--- config.mk ---
export PLATFORM = sky130hd
export DESIGN_NAME = bootmap_ctrl
export DESIGN_NICKNAME = d
export VERILOG_FILES = /design/src/rtl/bootmap_pkg.sv /design/src/rtl/bootmap_cfg_reg.sv /design/src/rtl/bootmap_remap.sv /design/src/rtl/bootmap_hazard.sv /design/src/rtl/bootmap_ctrl.sv
export SDC_FILE = /design/constraint.sdc
export NUM_CORES = 1
export LEC_CHECK = 0
export BUFFER_PORTS_ARGS = -buffer_cell sky130_fd_sc_hd__buf_2
export CAP_MARGIN = 40
export CORE_AREA = 2 2 39 41
export CTS_CLUSTER_SIZE = 14
export DETAILED_ROUTE_END_ITERATION = 7
export DIE_AREA = 0 0 41 43
export GPL_TIMING_DRIVEN = 0
export PLACE_DENSITY = 0.61
export SYNTH_ARGS = -nofsm -noshare
export SYNTH_HDL_FRONTEND = slang
export SYNTH_SLANG_ARGS = --single-unit
export TNS_END_PERCENT = 30
--- constraint.sdc ---
create_clock -name clk -period 0.9 [get_ports clk]
set_clock_uncertainty 0.05 [all_clocks]
set_input_delay 0.09 -clock clk [delete_from_list [all_inputs] [get_ports clk]]
set_output_delay 0.09 -clock clk [all_outputs]
set_load 0.1 [all_outputs]
--- src/rtl/bootmap_pkg.sv ---
// Package: shared reset-cause encoding for the boot block-switch controller.
// Assumes the cause code is stable while reset is held.
package bootmap_pkg;
    localparam logic [1:0] CAUSE_PWR  = 2'b00;  // power-on or external pin
    localparam logic [1:0] CAUSE_WDOG = 2'b01;  // watchdog or brown-out
    localparam logic [1:0] CAUSE_SOFT = 2'b10;  // software-requested
    localparam logic [1:0] CAUSE_NONE = 2'b11;  // no reload
endpackage

--- src/rtl/bootmap_cfg_reg.sv ---
// Module: two-bit code-map register with cause-dependent reload.
// While rst_n is low it reloads on every edge according to cause; afterwards
// only bit 0 is writable. Start-up bits read 0 when programmed.
module bootmap_cfg_reg
    import bootmap_pkg::*;
(
    input  logic       clk,
    input  logic       rst_n,
    input  logic [1:0] cause,
    input  logic       nv_sc1,
    input  logic       nv_sc0,
    input  logic       wr_en,
    input  logic       wr_bit,
    output logic [1:0] cfg
);
    // Reload under reset by cause, else accept software writes to bit 0.
    always_ff @(posedge clk) begin
        if (!rst_n) begin
            case (cause)
                CAUSE_PWR:  cfg <= {~nv_sc1, ~nv_sc0};
                CAUSE_WDOG: cfg <= {cfg[1], ~nv_sc0};
                CAUSE_SOFT: cfg <= {1'b1, ~nv_sc0};
                default:    cfg <= cfg;
            endcase
        end else if (wr_en) begin
            cfg[0] <= wr_bit;
        end
    end
endmodule

--- src/rtl/bootmap_remap.sv ---
// Module: logical-to-physical fetch address translation.
// Addresses inside the low window of 2**WIN_BITS bytes gain ALT_BASE when
// swap is set; all others are zero-extended. Assumes PHYS_W > ADDR_W.
module bootmap_remap #(
    parameter int ADDR_W   = 16,
    parameter int PHYS_W   = 17,
    parameter int WIN_BITS = 13,
    parameter logic [PHYS_W-1:0] ALT_BASE = 17'h10000
) (
    input  logic [ADDR_W-1:0] fetch_addr,
    input  logic              swap,
    output logic              in_win,
    output logic [PHYS_W-1:0] phys_addr
);
    localparam int EXT_W = PHYS_W - ADDR_W;

    logic [PHYS_W-1:0] addr_ext;

    // Window detect: variant chosen by whether the window covers everything.
    generate
        if (WIN_BITS >= ADDR_W) begin : g_full_win
            assign in_win = 1'b1;
        end else begin : g_part_win
            assign in_win = (fetch_addr[ADDR_W-1:WIN_BITS] == '0);
        end
    endgenerate

    // Select relocated or pass-through physical address.
    always_comb begin
        addr_ext  = {{EXT_W{1'b0}}, fetch_addr};
        phys_addr = (swap && in_win) ? (addr_ext + ALT_BASE) : addr_ext;
    end
endmodule

--- src/rtl/bootmap_hazard.sv ---
// Module: registered flag for a bit-0 write while fetching in the window.
// Assumes wr_en already reflects an accepted write (reset excluded upstream).
module bootmap_hazard (
    input  logic clk,
    input  logic rst_n,
    input  logic wr_en,
    input  logic in_win,
    output logic hazard
);
    // One-cycle pulse after a write that overlaps the swapped window.
    always_ff @(posedge clk) begin
        if (!rst_n) hazard <= 1'b0;
        else        hazard <= wr_en && in_win;
    end
endmodule

--- src/rtl/bootmap_ctrl.sv ---
// Module: top of the boot block-switch controller.
// Holds the code-map register, remaps fetch addresses through bit 0 and
// flags live swaps that hit the active window. Synchronous active-low reset.
module bootmap_ctrl #(
    parameter int ADDR_W   = 16,
    parameter int PHYS_W   = 17,
    parameter int WIN_BITS = 13,
    parameter logic [PHYS_W-1:0] ALT_BASE = 17'h10000
) (
    input  logic              clk,
    input  logic              rst_n,
    input  logic [1:0]        rst_cause,
    input  logic              nv_sc1,
    input  logic              nv_sc0,
    input  logic              wr_en,
    input  logic              wr_bit,
    input  logic [ADDR_W-1:0] fetch_addr,
    output logic [1:0]        map_cfg,
    output logic [PHYS_W-1:0] phys_addr,
    output logic              swap_hazard
);
    logic in_win;

    bootmap_cfg_reg u_cfg (
        .clk    (clk),
        .rst_n  (rst_n),
        .cause  (rst_cause),
        .nv_sc1 (nv_sc1),
        .nv_sc0 (nv_sc0),
        .wr_en  (wr_en),
        .wr_bit (wr_bit),
        .cfg    (map_cfg)
    );

    bootmap_remap #(
        .ADDR_W   (ADDR_W),
        .PHYS_W   (PHYS_W),
        .WIN_BITS (WIN_BITS),
        .ALT_BASE (ALT_BASE)
    ) u_remap (
        .fetch_addr (fetch_addr),
        .swap       (map_cfg[0]),
        .in_win     (in_win),
        .phys_addr  (phys_addr)
    );

    bootmap_hazard u_hz (
        .clk    (clk),
        .rst_n  (rst_n),
        .wr_en  (wr_en),
        .in_win (in_win),
        .hazard (swap_hazard)
    );
endmodule

==> results.txt <==
----------------------------------------------------
[STA]
  Fraction of the cycle the final worst path needs ... 118%
  Slew at the pin closest to its max-slew limit ... 486 ps
  Final-report setup violation count ... 3
  Tmin final ... 1060 ps
  Smallest setup slack after layout ... -164 ps
  Slew Viols, Final ... 0
  Max Freq ... 940 MHz
  Tightest slew margin relative to the limit ... 67.8%
  Count of endpoints failing hold in the final timing report ... 0
  RSZ-0062 raised after global routing ... true

[Final layout]
  Ant. Diodes ... 0
  Fraction of layout instances using a drive strength above 1 ... 84.4%
  Area occupied by registers ... 81.3 um^2
  Finished layout cell area ... 522 um^2
  Nets ... 89
  Layout filler cell count ... 127
  Area added between synthesis and finish ... 93.1%
  Combined area of the multi-input logic cells ... 61.3 um^2

[Pwr]
  Leakage power ... 0.294 nW
  Share of power burned in the clock network ... 25.1%
  Peak ir drop on the vdd network ... 572 uV
  Final Total Pwr ... 0.945 mW
  Cell Int Power ... 0.463 mW
  Sequential group share of total power ... 17.4%
  Part of the power in combinational logic ... 57.5%
  Switch share ... 51.0%
  Power density over cell area ... 1810 mW/mm^2
  Net Switching ... 0.482 mW

[Clocking]
  TritonCTS clock tree ... built
  Number of H-tree levels ... 1
  Count of clock tree sinks ... 3
  Buffer cell driving the clock tree root ... sky130_fd_sc_hd__clkbuf_4
  Buffers from clock root to sink, at most ... 2
  Number of buffers created by CTS ... 3
  Clock edge transition at the registers on the reported setup and hold paths ... 40 ps
  Post-CTS Setup Inserts ... 0

[Placed design]
  Placement Cell Area ... 443 um^2
  I/O Buffers ... 30
  Final weighted congestion in routability-driven placement ... 0.489

[Logic synthesis]
  Dominant cells by area after synthesis ... sky130_fd_sc_hd__buf_4 47%, sky130_fd_sc_hd__edfxtp_1 22%, sky130_fd_sc_hd__dfxtp_1 7.4%
  Mean instance size in the synthesized netlist ... 9.01 um^2
  Yosys synthesis warning count ... 0
  Share of Yosys cell area claimed by the top area cell type ... 47.2%
  Synthesized netlist cell count ... 30
  Most frequent cell after synthesis ... sky130_fd_sc_hd__buf_4
  Proportion of register bits with asynchronous set or reset after synthesis ... 0%
  Leading area contributor after synthesis ... sky130_fd_sc_hd__buf_4
  Count of state elements after synthesis ... 3
  Post-synth EDFFs ... 2
  Yosys cell types ... 11
  Post-synthesis sequential area ratio ... 29.6%
  Number of nets produced by synthesis ... 54
  Most used standard cells in the synthesized netlist ... 17 x sky130_fd_sc_hd__buf_4, 2 x sky130_fd_sc_hd__edfxtp_1, 2 x sky130_fd_sc_hd__nand2_1, 2 x sky130_fd_sc_hd__o21ai_0
  Most used flip-flop cell after synthesis ... sky130_fd_sc_hd__edfxtp_1
  Mapped Area ... 270 um^2

[Floorplan]
  Count of standard-cell rows ... 14
  I/O pin total ... 44
  Area of the core region ... 0.00138 mm^2
  Effective utilization at floorplan ... 19.5%
  Height of the die ... 43 um
  Floorplan die area ... 0.00176 mm^2
  Width of the die ... 41 um

[Run status]
  Outcome ... complete, but fails checks
  Violations in the final reports ... setup timing

[Routing]
  Routed wire length ... 607 um
  1st-iter DRT viols ... 2
  Residual DRC count ... 0
  First-pass DRT Iterations ... 4
  WL per Instance ... 7.59 um
  Residual antenna-violating net count after detailed routing ... 0
  Drt via density ... 3.63
  Via Count ... 290

[Critical path]
  Peak fanout along the critical path ... 2
  Worst setup path start ... u_cfg.cfg[0]$_DFFE_PP_
  Kind of end point of the critical path ... output port
  Critical Setup Path Class ... reg -> out
  Critical Path Source Type ... register
  Data arrival time of the critical path ... 920 ps
  Worst EP required ... 760 ps

[Worst hold path]
  Worst-case hold path end point ... u_hz.hazard$_SDFF_PN0_
  Hold Crit Depth ... 2
  Class of the tightest hold or removal check ... in -> reg
  Hold path startpoint ... wr_en

[Global routing]
  Number of antenna violations at the first check in global routing ... 0
  First-pass GRT wire length ... 648 um
  Maximum number of pins on one net before global-route repair ... 6
  Vias in the first global route ... 222
  Global routing usage summed across all routing layers ... 5.90%
  Final global-route overflow total ... 0

[Run]
  Maxcap violations ... 0

----------------------------------------------------
-- stage by stage --
stage	worst slack, ps	std cells	util, %	TNS (ps)	hold slack (ps)
global route	-195	80	37.7	-461	75.7
detailed placement	-194	76	32.0	-261	308
CTS	-183	80	37.7	-401	61.9
global placement	-198	76	32.0	-264	289
finish	-164	80	37.7	-355	64.3
floorplan	-144	30	-	-161	186
-- cell families after synthesis --
family / count (synthesis) / synth area share (%)
and+or+nand+nor: 6 / 12.5
DFF: 3 / 29.6
muxes: 1 / 5.55
buffers and inverters: 18 / 48.6
AOI/OAI and AO/OA: 2 / 3.70
-- flip-flops by register name, summed over array words and instances (netlist names) --
name	flops
u_cfg.cfg	2
u_hz.hazard	1
-- worst max-delay path, stage by stage (launching register included) --
cell	delay [ps]
sky130_fd_sc_hd__edfxtp_1	370
sky130_fd_sc_hd__and2_4	160
sky130_fd_sc_hd__buf_12	160
-- how the worst max path moves through the flow --
stage / endpoint / slack, ps / depth (start not counted)
finish: phys_addr[16] / -160 / 2
global route: phys_addr[16] / -190 / 2
CTS: phys_addr[16] / -180 / 2
detailed placement: phys_addr[16] / -190 / 4
global placement: phys_addr[16] / -200 / 4
floorplan: map_cfg[1] / -140 / 0
-- cells in the final DEF, fill, tap and decap left out --
| cell type | count |
|---|---|
| sky130_fd_sc_hd__dfxtp_2 | 1 |
| sky130_fd_sc_hd__inv_1 | 1 |
| sky130_fd_sc_hd__nand2_1 | 2 |
| sky130_fd_sc_hd__mux2_4 | 1 |
| sky130_fd_sc_hd__buf_12 | 3 |
| sky130_fd_sc_hd__buf_4 | 17 |
| sky130_fd_sc_hd__buf_2 | 26 |
| sky130_fd_sc_hd__nor3_2 | 1 |
| sky130_fd_sc_hd__clkbuf_1 | 1 |
| sky130_fd_sc_hd__buf_6 | 1 |
| sky130_fd_sc_hd__clkbuf_4 | 3 |
| sky130_fd_sc_hd__o21ai_0 | 2 |
| sky130_fd_sc_hd__and2_4 | 1 |
| sky130_fd_sc_hd__and3_1 | 1 |
| sky130_fd_sc_hd__edfxtp_1 | 2 |
| sky130_fd_sc_hd__nor2_1 | 1 |
-- what timing repair did --
item | CTS | global route
hold buffers | 0 | 0
setup endpoints to repair | 4 | 3
gates resized for setup | 15 | 0
-- power by group through the flow --
stage | registers [mW] | logic, mW | clock network [mW]
after floorplan | 0.193 | 0.414 | 0
after global placement | 0.165 | 0.508 | 0
after detailed placement | 0.165 | 0.510 | 0
after CTS | 0.165 | 0.545 | 0.249
after global routing | 0.166 | 0.560 | 0.253
final | 0.164 | 0.544 | 0.237
-- per-layer routing --
metal / part of all wire, % / global-route usage [%] / wire (um)
met1: 31 / 4.13 / 187
met2: 49 / 9.38 / 297
met3: 20 / 0.524 / 122
met4: 0 / 10.0 / 0
met5: 0 / 0 / 0
-- area by class of cell --
cell class / instances / area share (%)
flip-flops and latches: 3 / 15.6
plain buffers: 17 / 24.5
inverters: 1 / 0.719
well taps: 16 / 3.84
repair buffers: 30 / 38.6
multi-input cells: 9 / 11.8
clock buffers: 4 / 5.04
(Power assumes the default switching activity.)
